==> src/rtl/dbg_bringup_pkg.sv <==
package dbg_bringup_pkg;

  typedef enum logic [1:0] {
    TXN_LINE_SW = 2'd0,
    TXN_READ    = 2'd1,
    TXN_WRITE   = 2'd2
  } txn_kind_e;

  typedef enum logic [2:0] {
    FC_NONE      = 3'd0,
    FC_NO_TARGET = 3'd1,
    FC_BAD_ID    = 3'd2,
    FC_PWR_TMO   = 3'd3,
    FC_RST_TMO   = 3'd4,
    FC_BAD_PORT  = 3'd5
  } fail_code_e;

  typedef enum logic [3:0] {
    ST_LINE_SW,
    ST_ID_RD,
    ST_PWR_WR,
    ST_PWR_POLL,
    ST_RST_WR,
    ST_RST_POLL,
    ST_RST_REL,
    ST_BANK_WR,
    ST_PORT_RD,
    ST_BUF_RD,
    ST_FINISH
  } step_e;

  typedef struct packed {
    txn_kind_e   kind;
    logic        ap;
    logic [3:0]  addr;
    logic [31:0] wdata;
  } txn_req_t;

  // control/status bit positions
  localparam int unsigned SYS_PWR_ACK_BIT = 31;
  localparam int unsigned SYS_PWR_REQ_BIT = 30;
  localparam int unsigned DBG_PWR_ACK_BIT = 29;
  localparam int unsigned DBG_PWR_REQ_BIT = 28;
  localparam int unsigned DBG_RST_ACK_BIT = 27;
  localparam int unsigned DBG_RST_REQ_BIT = 26;

  localparam logic [31:0] PWR_REQS = (32'd1 << SYS_PWR_REQ_BIT) | (32'd1 << DBG_PWR_REQ_BIT);
  localparam logic [31:0] RST_REQ  = 32'd1 << DBG_RST_REQ_BIT;
  localparam logic [31:0] PWR_ACKS = (32'd1 << SYS_PWR_ACK_BIT) | (32'd1 << DBG_PWR_ACK_BIT);
  localparam logic [31:0] RST_ACK  = 32'd1 << DBG_RST_ACK_BIT;

  localparam logic [3:0]  DP_ID_ADDR   = 4'h0;
  localparam logic [3:0]  DP_CTRL_ADDR = 4'h4;
  localparam logic [3:0]  DP_BANK_ADDR = 4'h8;
  localparam logic [3:0]  DP_BUF_ADDR  = 4'hC;
  localparam logic [3:0]  AP_ID_ADDR   = 4'hC;
  localparam logic [31:0] BANK_ID_SEL  = 32'h0000_00F0;

endpackage

==> src/rtl/dbg_step_decode.sv <==
module dbg_step_decode
  import dbg_bringup_pkg::*;
(
  input  step_e    step_i,
  output txn_req_t req_o
);

  always_comb begin
    req_o = '{kind: TXN_READ, ap: 1'b0, addr: 4'h0, wdata: 32'h0};
    unique case (step_i)
      ST_LINE_SW:  req_o.kind = TXN_LINE_SW;
      ST_ID_RD:    req_o.addr = DP_ID_ADDR;
      ST_PWR_WR:   begin req_o.kind = TXN_WRITE; req_o.addr = DP_CTRL_ADDR; req_o.wdata = PWR_REQS; end
      ST_PWR_POLL: req_o.addr = DP_CTRL_ADDR;
      ST_RST_WR:   begin req_o.kind = TXN_WRITE; req_o.addr = DP_CTRL_ADDR; req_o.wdata = PWR_REQS | RST_REQ; end
      ST_RST_POLL: req_o.addr = DP_CTRL_ADDR;
      ST_RST_REL:  begin req_o.kind = TXN_WRITE; req_o.addr = DP_CTRL_ADDR; req_o.wdata = PWR_REQS; end
      ST_BANK_WR:  begin req_o.kind = TXN_WRITE; req_o.addr = DP_BANK_ADDR; req_o.wdata = BANK_ID_SEL; end
      ST_PORT_RD:  begin req_o.ap = 1'b1; req_o.addr = AP_ID_ADDR; end
      ST_BUF_RD:   req_o.addr = DP_BUF_ADDR;
      default:     req_o.kind = TXN_LINE_SW;
    endcase
  end

endmodule

==> src/rtl/dbg_value_check.sv <==
module dbg_value_check
  import dbg_bringup_pkg::*;
#(
  parameter logic [31:0] ID_MASK   = 32'h0FF0_0001,
  parameter logic [31:0] ID_MATCH  = 32'h0BA0_0001,
  parameter logic [3:0]  PORT_TYPE = 4'h1
) (
  input  logic [31:0] rdata_i,
  output logic        id_ok_o,
  output logic        pwr_ok_o,
  output logic        rst_ok_o,
  output logic        port_ok_o
);

  localparam logic [31:0] RST_ALL = PWR_ACKS | RST_ACK;

  assign id_ok_o   = (rdata_i & ID_MASK) == (ID_MATCH & ID_MASK);
  assign pwr_ok_o  = (rdata_i & PWR_ACKS) == PWR_ACKS;
  assign rst_ok_o  = (rdata_i & RST_ALL) == RST_ALL;
  assign port_ok_o = rdata_i[3:0] == PORT_TYPE;

endmodule

==> src/rtl/dbg_retry_ctr.sv <==
module dbg_retry_ctr #(
  parameter int unsigned LIMIT = 8
) (
  input  logic clk_i,
  input  logic rst_ni,
  input  logic clear_i,
  input  logic inc_i,
  output logic last_o
);

  localparam int unsigned CNT_W = $clog2(LIMIT + 1);
  localparam logic [CNT_W-1:0] LAST = CNT_W'(LIMIT - 1);

  logic [CNT_W-1:0] cnt_q;

  always_ff @(posedge clk_i or negedge rst_ni) begin
    if (!rst_ni)      cnt_q <= '0;
    else if (clear_i) cnt_q <= '0;
    else if (inc_i && cnt_q != LAST) cnt_q <= cnt_q + 1'b1;
  end

  assign last_o = cnt_q == LAST;

  // a poll counter never passes its last slot
  a_r8_ctr_bound: assert property (@(posedge clk_i) disable iff (!rst_ni)
    last_o && !clear_i |=> last_o);

endmodule

==> src/rtl/dbg_bringup_seq.sv <==
module dbg_bringup_seq
  import dbg_bringup_pkg::*;
#(
  parameter int unsigned POLL_LIMIT = 8,
  parameter logic [31:0] ID_MASK    = 32'h0FF0_0001,
  parameter logic [31:0] ID_MATCH   = 32'h0BA0_0001,
  parameter logic [3:0]  PORT_TYPE  = 4'h1
) (
  input  logic        clk_i,
  input  logic        rst_ni,
  input  logic        start_i,
  output logic        txn_req_o,
  output logic [1:0]  txn_kind_o,
  output logic        txn_ap_o,
  output logic [3:0]  txn_addr_o,
  output logic [31:0] txn_wdata_o,
  input  logic        txn_done_i,
  input  logic        txn_ok_i,
  input  logic [31:0] txn_rdata_i,
  output logic        busy_o,
  output logic        done_o,
  output logic        pass_o,
  output logic [2:0]  fail_code_o
);

  step_e      state_q, state_d;
  fail_code_e fail_q, fail_d;
  txn_req_t   req;
  logic       id_ok, pwr_ok, rst_ok, port_ok;
  logic       cnt_clr, cnt_inc, cnt_last;

  dbg_step_decode u_decode (
    .step_i (state_q),
    .req_o  (req)
  );

  dbg_value_check #(
    .ID_MASK   (ID_MASK),
    .ID_MATCH  (ID_MATCH),
    .PORT_TYPE (PORT_TYPE)
  ) u_check (
    .rdata_i   (txn_rdata_i),
    .id_ok_o   (id_ok),
    .pwr_ok_o  (pwr_ok),
    .rst_ok_o  (rst_ok),
    .port_ok_o (port_ok)
  );

  dbg_retry_ctr #(.LIMIT(POLL_LIMIT)) u_retry (
    .clk_i   (clk_i),
    .rst_ni  (rst_ni),
    .clear_i (cnt_clr),
    .inc_i   (cnt_inc),
    .last_o  (cnt_last)
  );

  always_comb begin
    state_d = state_q;
    fail_d  = fail_q;
    cnt_clr = 1'b0;
    cnt_inc = 1'b0;
    if (state_q == ST_FINISH) begin
      if (start_i) begin
        state_d = ST_LINE_SW;
        fail_d  = FC_NONE;
      end
    end else if (txn_done_i) begin
      if (!txn_ok_i) begin
        state_d = ST_FINISH;
        fail_d  = FC_NO_TARGET;
      end else begin
        unique case (state_q)
          ST_LINE_SW: state_d = ST_ID_RD;
          ST_ID_RD: begin
            if (id_ok) state_d = ST_PWR_WR;
            else begin state_d = ST_FINISH; fail_d = FC_BAD_ID; end
          end
          ST_PWR_WR: begin state_d = ST_PWR_POLL; cnt_clr = 1'b1; end
          ST_PWR_POLL: begin
            if (pwr_ok)        state_d = ST_RST_WR;
            else if (cnt_last) begin state_d = ST_FINISH; fail_d = FC_PWR_TMO; end
            else               cnt_inc = 1'b1;
          end
          ST_RST_WR: begin state_d = ST_RST_POLL; cnt_clr = 1'b1; end
          ST_RST_POLL: begin
            if (rst_ok)        state_d = ST_RST_REL;
            else if (cnt_last) begin state_d = ST_FINISH; fail_d = FC_RST_TMO; end
            else               cnt_inc = 1'b1;
          end
          ST_RST_REL: state_d = ST_BANK_WR;
          ST_BANK_WR: state_d = ST_PORT_RD;
          ST_PORT_RD: state_d = ST_BUF_RD;
          ST_BUF_RD: begin
            state_d = ST_FINISH;
            fail_d  = port_ok ? FC_NONE : FC_BAD_PORT;
          end
          default: state_d = ST_FINISH;
        endcase
      end
    end
  end

  always_ff @(posedge clk_i or negedge rst_ni) begin
    if (!rst_ni) begin
      state_q <= ST_LINE_SW;
      fail_q  <= FC_NONE;
    end else begin
      state_q <= state_d;
      fail_q  <= fail_d;
    end
  end

  assign busy_o      = state_q != ST_FINISH;
  assign done_o      = state_q == ST_FINISH;
  assign pass_o      = done_o && fail_q == FC_NONE;
  assign fail_code_o = fail_q;
  assign txn_req_o   = busy_o;
  assign txn_kind_o  = req.kind;
  assign txn_ap_o    = req.ap;
  assign txn_addr_o  = req.addr;
  assign txn_wdata_o = req.wdata;

  // request fields held until accepted
  a_r2_req_hold: assert property (@(posedge clk_i) disable iff (!rst_ni)
    txn_req_o && !txn_done_i |=> txn_req_o && $stable(txn_kind_o) && $stable(txn_ap_o)
      && $stable(txn_addr_o) && $stable(txn_wdata_o));

  // rejected ID ends the run with code 2
  a_r4_bad_id: assert property (@(posedge clk_i) disable iff (!rst_ni)
    state_q == ST_ID_RD && txn_done_i && txn_ok_i && !id_ok |=> done_o && fail_code_o == 3'd2);

  // power timeout only reported from the power poll
  a_r8_pwr_tmo_src: assert property (@(posedge clk_i) disable iff (!rst_ni)
    $rose(done_o) && fail_code_o == 3'd3 |-> $past(state_q) == ST_PWR_POLL);

  // final verdict follows the port-type check
  a_r9_port_verdict: assert property (@(posedge clk_i) disable iff (!rst_ni)
    state_q == ST_BUF_RD && txn_done_i && txn_ok_i |=> done_o && pass_o == $past(port_ok));

  // engine failure stops the run
  a_r10_fail_stop: assert property (@(posedge clk_i) disable iff (!rst_ni)
    busy_o && txn_done_i && !txn_ok_i |=> done_o && fail_code_o == 3'd1);

  // finished state holds until a start
  a_r11_done_hold: assert property (@(posedge clk_i) disable iff (!rst_ni)
    done_o && !start_i |=> done_o && $stable(fail_code_o));

endmodule

==> config.mk <==
export PLATFORM = sky130hd
export DESIGN_NAME = dbg_bringup_seq
export DESIGN_NICKNAME = d
export VERILOG_FILES = /design/src/rtl/dbg_bringup_pkg.sv /design/src/rtl/dbg_step_decode.sv /design/src/rtl/dbg_value_check.sv /design/src/rtl/dbg_retry_ctr.sv /design/src/rtl/dbg_bringup_seq.sv
export SDC_FILE = /design/constraint.sdc
export NUM_CORES = 1
export LEC_CHECK = 0
export ABC_AREA = 1
export BUFFER_PORTS_ARGS = -buffer_cell sky130_fd_sc_hd__buf_2
export CORE_ASPECT_RATIO = 0.9
export CORE_UTILIZATION = 42
export CTS_BUF_LIST = sky130_fd_sc_hd__clkbuf_4 sky130_fd_sc_hd__clkbuf_8 sky130_fd_sc_hd__clkbuf_16
export CTS_CLUSTER_DIAMETER = 150
export DETAILED_ROUTE_END_ITERATION = 12
export PLACE_DENSITY = 0.79
export SLEW_MARGIN = 20
export SYNTH_ARGS = -nofsm -noshare
export SYNTH_HDL_FRONTEND = slang
export SYNTH_SLANG_ARGS = --single-unit
==> constraint.sdc <==
create_clock -name clk_i -period 1.62 [get_ports clk_i]
set_input_delay 0.081 -clock clk_i [delete_from_list [all_inputs] [get_ports clk_i]]
set_output_delay 0.081 -clock clk_i [all_outputs]
set_load 0.1 [all_outputs]
[After elaboration in Yosys (flattened, before gate mapping)]
Index checks and enable logic that the tools add are counted.
Word-level totals
  register bits: 11
  bits of input ports: 37
Operators by class
  add/sub/neg operators: 1
  equal/unequal tests: 24
  muxes and demuxes: 37
  reduce and logical (&&, ||, !) cells: 14
Operator list (count)
  31-bit one-hot mux with 3 select lines: 1
  4-bit 2-to-1 mux: 10
  4-bit one-hot mux with 9 select lines: 1
  3-bit 2-to-1 mux: 10
  4-bit != test (second input constant): 6
  4-bit by 3-bit == test with 1-bit output (second input constant): 5
  4-bit == test (second input constant): 3
  3-bit one-hot mux with 4 select lines: 1
  4-bit one-hot mux with 3 select lines: 1
  1-bit 2-to-1 mux: 11
  5-bit OR reduction: 2
  9-bit == test (second input constant): 1
  4-bit by 1-bit == test with 1-bit output (second input constant): 2
  4-bit by 2-bit == test with 1-bit output (second input constant): 2
  8-bit AND reduction: 1
  6-bit by 1-bit != test with 1-bit output (second input constant): 1
  2-bit OR reduction: 3
  4-bit by 1-bit adder with 4-bit output (second input constant): 1
  4-bit logical NOT: 1
  4-bit by 3-bit != test with 1-bit output (second input constant): 1
  2-bit one-hot mux with 2 select lines: 1
  2-bit nonzero test: 2
  4-bit OR reduction: 1
  3-bit == test (second input constant): 1
  6 further kinds: 7

[Logic depth before layout (Yosys ltp)]
Gate-level depths: netlist of run 1.
  depth after elaboration: 10
  mapped depth: 11

[By module]
Synthesis of run 1 repeated with hierarchy kept, for this count alone.
Second synthesis, totals
  cell total of the unflattened synthesis: 204
  area total of the unflattened synthesis: 1303.8 um2
Modules (own cells, without submodules)
  dbg_bringup_seq: times used 1, cells an instance 107, area an instance 674.4 um2, sequential area each 175.2 um2
  dbg_step_decode: times used 1, cells an instance 53, area an instance 326.6 um2, sequential area each 0.0 um2
  dbg_retry_ctr: times used 1, cells an instance 28, area an instance 225.2 um2, sequential area each 100.1 um2
  dbg_value_check: times used 1, cells an instance 16, area an instance 77.6 um2, sequential area each 0.0 um2

[Worst setup path before layout of run 1]
Ideal clock, no wire load.
  path kind: register to output
  start point: reg state_q[2]
  end point: out pass_o
  arrival time: 4.097 ns
  required time: 1.539 ns
  setup slack: -2.558 ns
  cell stages (with the launch flop): 6
  buffers on the path: 0
  path through: dfrtp_1 inv_2 nand2_4 nor2_8 inv_4 nor4_1
Between the ends
  cells in the longest elaborated chain, start to end: 2
RTL lines
  start: declaration: line dbg_bringup_seq.sv:26  | step_e state_q, state_d;
  start signal: assignment: line dbg_bringup_seq.sv:108  | state_q <= state_d;
  4-bit == test: line dbg_bringup_seq.sv:114  | assign done_o = state_q == ST_FINISH;
  net done_o: line dbg_bringup_seq.sv:21  | output logic done_o,
  1-bit logical AND: line dbg_bringup_seq.sv:115  | assign pass_o = done_o && fail_q == FC_NONE;
  end: declaration: line dbg_bringup_seq.sv:22  | output logic pass_o,
The timed path passes the listed nets, and every way through them passes these cells.

[Final worst setup path of run 1]
  start point: reg state_q[2]
  end point: out txn_addr_o[2]
Between the ends
  cells in the longest elaborated chain, start to end: 3
  elaborated cells on any way between the ends: 11
  classes of those cells: eq/ne (8); mux (1); reduce/logical (2)
RTL lines
  4-bit by 2-bit == test with 1-bit output, or another cell as far along: line dbg_step_decode.sv:10  | unique case (step_i)
  5-bit OR reduction (no source line) / 2-bit OR reduction (equally long branches)
  4-bit one-hot mux with 3 select lines (*): line dbg_step_decode.sv:10
  end: declaration: line dbg_bringup_seq.sv:15  | output logic [3:0] txn_addr_o,
Mark *: on every way between the ends. The rest lies on a longest branch, timed or not.

==> metrics.csv, run 1 <==
stage,metric,value,unit
outcome,outcome,"complete, but fails checks",
outcome,violations,setup timing,
worst_hold_path,hold_class,in2reg,
routing,route.vias.total,1556,
sta,hold_viol,0,
sta,period_needed,1.733,ns
sta,rsz0062_at_grt,true,
die,start_util,45.02,%
die,die_y,54.12,um
global_routing,grt_overflow_total,0,
global_routing,gr-usage-all-layers,23.53,%
routing,viasPerCell,5.085,
final_layout,final_area,2098,um2
global_routing,grt_pass1_wl,5658,um
logic_synthesis,avgSynthCellArea,6.467,um2
flow_run,drv_cap,0,
routing,ant_nets,0,
worst_setup_path,crit_path_max_fanout,4,
sta,setup_violations,20,
global_routing,antenna_found_initial,0,
power,leakage,1.128,nW
clock_tree,path_clk_slew,0.08,ns
logic_synthesis,synthesis.instances,196,
clock_tree,clk_path_buf_depth,2,
sta,final_max_slew_viol_count,0,
sta,skew,0.003412,ns
routing,wl_per_cell,14.39,um
die,rows,18,
final_layout,area.sequential,277.8,um2
final_layout,drive_gt1_share,48.12,%
worst_setup_path,critPathKind,reg2out,
worst_setup_path,endpoint_kind,output pin,
final_layout,antenna_cells,0,
die,die_x,59.91,um
placed_design,dpl.hpwl,2751,um
final_layout,syn2layout_area_growth,65.55,%
logic_synthesis,synth.top_cell.area_share,21.72,%
sta,whs,0.1003,ns
logic_synthesis,synthTopCellsByArea,"dfrtp_1 22%, buf_4 19%, nand2_1 11%, nor2_1 7.7%, nand3_1 6.7%",
routing,first_pass_iters,4,
clock_tree,cts_sinks,11,
logic_synthesis,ys_warn_count,0,
placed_design,portBuffers,37,
placed_design,gp_congestion,0.9619,
clock_tree,clock_latency,0.28,ns
power,p_per_area,2370,nW/um2
clock_tree,cts_made_buffers,3,
power,finalPower,4.973,mW
clock_tree,cts_tree,built,
clock_tree,cts_root_buf,clkbuf_4,
logic_synthesis,synth_top_area_cell,dfrtp_1,
logic_synthesis,synth_cell_types,27,
routing,drtIter0Drc,167,
worst_setup_path,cp.required,1.54,ns
sta,fin_ws,-0.1131,ns
sta,fin_crit_sh,107.0,%
placed_design,place_area,1770,um2
sta,fin_tns_setup,-1.020,ns
die,die_area,3242,um2
logic_synthesis,synth_seq_cells,11,
final_layout,multi_input_area,953.4,um2
final_layout,postLayoutCoreUtil,74.53,%
routing,drc,0,
die,core-area,2815,um2
clock_tree,cts_max_level,1,
routing,wl,4404,um
sta,fmax,577.0,MHz
logic_synthesis,syn_area,1267,um2
final_layout,num-fill-cells,188,
global_routing,grt_pass1_vias,1303,
die,ios,83,
power,ir_drop,2.230,mV
worst_setup_path,critical_path_arrival,1.65,ns
global_routing,grt_max_degree,12,
worst_setup_path,critPathLaunchType,flip-flop,
final_layout,layout.nets,305,
logic_synthesis,yosysSeqAreaShare,21.72,%
-- cell usage in the layout (no fill, tap or decap), types with 6 or more instances in the layout --
cell,n
nand2_1,30
conb_1,27
buf_4,27
buf_2,23
nor2_1,17
nand3_1,14
buf_12,14
inv_1,12
nor2_4,10
nand2_2,9
dfrtp_1,9
nand2_4,8
o21ai_0,8
buf_6,7
inv_2,6
-- worst paths after layout --
path                                   from               end  slack (ns)  depth (start not counted)
max in group asynchronous            rst_ni        state_q[1]        1.20                          2
max                              state_q[2]     txn_addr_o[2]       -0.11                          7
min                                 start_i        state_q[3]        0.10                          4
min reg2reg                u_retry.cnt_q[1]  u_retry.cnt_q[1]        0.55                          2
max reg2reg                      state_q[2]  u_retry.cnt_q[2]       -0.11                         10
min in group asynchronous            rst_ni    fail_code_o[0]        0.19                          2
-- state kept, by name, summed over array words and instances, names as in the netlist --
| signal | cells |
|---|---|
| u_retry.cnt_q | 4 |
| fail_code_o | 3 |
| state_q | 4 |
-- cell families (layout without fill, tap and decap cells) --
group	Yosys count	count (layout)	synth area share [%]
other cells	1	27	0.2959
flops	11	11	21.72
xor+xnor	1	1	0.6911
buf+inv	54	98	25.67
fa+ha+maj	1	1	0.9870
simple gates	109	109	42.84
compound gates	19	19	7.799
-- routing by layer --
metal	up-vias	GRT usage, %	share of wire [%]
li1	717	-	-
met3	23	4.327	9.3
met1	694	29.23	38
met5	-	0	0
met4	0	9.690	4.2
met2	122	40.00	48
-- metrics by stage --
stage / worst slack [ns] / cells
final: -0.1131 / 306
after global routing: -0.2247 / 306
after CTS: -0.03670 / 296
after detailed placement: 0.001976 / 281
after global placement: 0.03774 / 281
after floorplan: -0.6999 / 222
-- synthesized netlist by cell type, drive strengths merged --
cell    instances
a31oi           1
o211ai          1
nor3            2
nor4            2
conb            1
dfrtp          11
a21oi           2
inv            22
o21ai          15
xor2            1
nand2          48
nor2           30
ha              1
nand3b          2
or2             1
nand3          19
buf            32
nand4           5
-- final cells by class --
type / count / share of cell area, %
Clock buffer: 3 / 1.073
Multi-Input combinational cell: 157 / 45.44
Clock inverter: 1 / 0.2385
Sequential cell: 11 / 13.24
Tap cell: 40 / 2.385
Inverter: 22 / 4.890
Timing Repair Buffer: 72 / 32.74
-- critical path: stages, from the launching register on --
cell     delay, ns
dfrtp_1       0.37
inv_2         0.09
buf_6         0.14
nor2_4        0.17
nand3_2       0.12
buf_6         0.15
nand4_1       0.13
buf_12        0.19
-- report_power, final --
group	leakage (nW)	internal, mW	switching (mW)
combinational	0.968	1.34	2.93
clock	0.0177	0.0917	0.116
sequential	0.142	0.358	0.139
total	1.13	1.79	3.18
-- what timing repair did --
item / CTS / global route
cloned: 0 / 0
setup endpoints to repair: 6 / 21
hold buffers: 1 / 0
buffers inserted: 11 / 10
hold endpoints to repair: 11 / 0
resized for setup: 18 / 28
pin swaps: 9 / 22
Note: power is estimated with default switching activity, not from simulation.
==> inputs of run 2 (changes only) <==
--- a/config.mk
+++ b/config.mk
@@ -13,6 +13,7 @@
 export CTS_CLUSTER_DIAMETER = 150
 export DETAILED_ROUTE_END_ITERATION = 12
 export PLACE_DENSITY = 0.79
+export SKIP_LAST_GASP = 1
 export SLEW_MARGIN = 20
 export SYNTH_ARGS = -nofsm -noshare
 export SYNTH_HDL_FRONTEND = slang
==> run 2 against run 1 <==
The run still ends with setup timing left; hold slack barely moved; combinational power is essentially flat; first-iteration DRC count down 8.4%; sequential cell count did not move; non-clock buffer count is the same; critical path type is now reg2reg; highest routed layer unchanged.
==> metrics.csv, run 2 (same netlist as run 1, synthesis figures left out) <==
stage,metric,value,unit,change
sta,fin_ws,-0.1007,ns,+0.01234 ns
global_routing,use_met2,40.00,%,unchanged
outcome,violations,setup timing,,
clock_tree,cts_tree,built,,
clock_tree,path_clk_slew,0.09,ns,about the same
placed_design,gp_congestion,0.9619,,unchanged
global_routing,grt_max_degree,12,,unchanged
worst_setup_path,crit_path_max_fanout,4,,unchanged
final_layout,final_common_cell,nand2_1,,
routing,first_pass_iters,5,,+1
placed_design,portBuffers,37,,unchanged
routing,ant_nets,0,,unchanged
sta,hold_viol,0,,unchanged
clock_tree,cts_sinks,11,,unchanged
power,p_per_area,2372,nW/um2,about the same
final_layout,final_cell_mix,"30 x nand2_1, 27 x conb_1, 27 x buf_4",,
clock_tree,cts_max_level,1,,unchanged
clock_tree,clock_latency,0.28,ns,about the same
final_layout,area.sequential,277.8,um2,unchanged
final_layout,drive_gt1_share,47.74,%,-0.38 points
worst_setup_path,r2r-start,u_retry.cnt_q[0],,
worst_hold_path,hold_class,in2reg,,
worst_setup_path,critPathKind,reg2reg,,
global_routing,grt_pass1_vias,1303,,unchanged
routing,viasPerCell,5.163,,+1.5%
worst_setup_path,critical_path_arrival,1.94,ns,+0.29 ns
final_layout,layout.nets,305,,unchanged
placed_design,place_worst_setup_slack,0.001976,ns,unchanged
worst_setup_path,endpoint_kind,flip-flop,,
sta,final_max_slew_viol_count,0,,unchanged
die,core-area,2815,um2,unchanged
power,finalPower,4.977,mW,about the same
final_layout,num-fill-cells,188,,unchanged
worst_setup_path,r2r_cells,10,,unchanged
global_routing,grtUsageMet1,29.23,%,unchanged
routing,wl_per_cell,14.44,um,+0.36%
routing,route.vias.total,1580,,+1.5%
routing,wl,4420,um,+0.36%
worst_hold_path,min_path_cells,4,,unchanged
sta,skew,0.004318,ns,+0.0009058 ns
die,start_util,45.02,%,unchanged
die,die_area,3242,um2,unchanged
die,rows,18,,unchanged
worst_setup_path,critPathLaunchType,flip-flop,,
die,die_x,59.91,um,unchanged
global_routing,grt_overflow_total,0,,unchanged
global_routing,grt_pass1_wl,5658,um,unchanged
outcome,outcome,"complete, but fails checks",,
die,ios,83,,unchanged
worst_setup_path,timing.rr.end,u_retry.cnt_q[2],,
clock_tree,clk_path_buf_depth,2,,unchanged
power,ir_drop,2.230,mV,about the same
worst_setup_path,cp.required,1.84,ns,+0.30 ns
final_layout,layout.cells.non_filler,306,,unchanged
worst_hold_path,hp-start,start_i,,
final_layout,syn2layout_area_growth,65.55,%,unchanged
routing,drtIter0Drc,153,,-8.4%
die,die_y,54.12,um,unchanged
global_routing,antenna_found_initial,0,,unchanged
worst_setup_path,reg2reg_slack,-0.10,ns,about the same
routing,drc,0,,unchanged
final_layout,multi_input_area,953.4,um2,unchanged
placed_design,dpl.hpwl,2751,um,unchanged
sta,fmax,581.2,MHz,+0.72%
global_routing,busiest_layer,met2,,
sta,rsz0062_at_grt,true,,
sta,period_needed,1.721,ns,-0.01234 ns
clock_tree,cts_root_buf,clkbuf_4,,
sta,setup_violations,21,,+5.0%
global_routing,grt_use_met3,4.327,%,unchanged
final_layout,antenna_cells,0,,unchanged
worst_hold_path,hold_end,state_q[3],,
power,leakage,1.128,nW,about the same
global_routing,gr-usage-all-layers,23.53,%,unchanged
sta,fin_crit_sh,106.2,%,-0.76 points
placed_design,placed_cells,281,,unchanged
clock_tree,cts_made_buffers,3,,unchanged
flow_run,drv_cap,0,,unchanged
-- run 2: power breakdown --
part           leakage (nW)  switching (mW)  internal, mW
combinational         0.968            2.93          1.34
clock                0.0177           0.115        0.0917
sequential            0.142           0.138         0.358
total                  1.13            3.18          1.79
-- run 2: metal layers --
layer  up-vias  routed length [um]
li1        717                   -
met1       688                1645
met2       144                2085
met3        31                 469
met4         0                 220
met5         -                   0
-- run 2: per-stage QoR --
step | hold slack [ns] | setup TNS, ns | instance area [um2] | utilization [%]
after global routing | 0.1403 | -2.146 | 2098 | 74.53
final | 0.1007 | -0.9008 | 2098 | 74.53
after CTS | 0.09383 | -0.07552 | 1927 | 68.44
after detailed placement | -0.04024 | 0 | 1770 | 62.89
after floorplan | -0.2146 | -2.119 | 1460 | -
after global placement | -0.04261 | 0 | 1770 | 62.89
-- run 2: cell type report --
cell class | count | area share, %
multi-input cells | 157 | 45.44
repair buffers | 72 | 32.74
flip-flops and latches | 11 | 13.24
inverters | 22 | 4.890
well taps | 40 | 2.385
clock buffers | 3 | 1.073
clock inverters | 1 | 0.2385
-- run 2: how the worst max path moves through the flow --
| stage | from | end | depth (start not counted) |
|---|---|---|---|
| 2_1_floorplan | state_q[0] | pass_o | 5 |
| 3_3_place_gp | u_retry.cnt_q[1] | fail_code_o[0] | 8 |
| 3_5_place_dp | u_retry.cnt_q[0] | fail_code_o[0] | 8 |
| 4_1_cts | state_q[2] | txn_addr_o[2] | 7 |
| 5_1_grt | state_q[2] | u_retry.cnt_q[2] | 10 |
| 6_report | u_retry.cnt_q[0] | u_retry.cnt_q[2] | 10 |
-- run 2: repair_timing --
| action | CTS | global route |
|---|---|---|
| resized for setup | 17 | 28 |
| hold buffers | 1 | 0 |
| buffers inserted | 11 | 10 |
| endpoints found under the setup margin | 6 | 21 |
| pin swaps | 9 | 21 |
| hold endpoints to repair | 11 | 0 |
-- run 2: worst max-delay path, cell delays in order, from the launching register on --
cell	delay [ns]
dfrtp_1	0.41
ha_1	0.23
nand2_1	0.12
nor2_2	0.07
inv_1	0.13
nand2_2	0.10
nor3_4	0.23
nand2_2	0.12
nand2_2	0.08
nand2_1	0.09
nand2_1	0.08
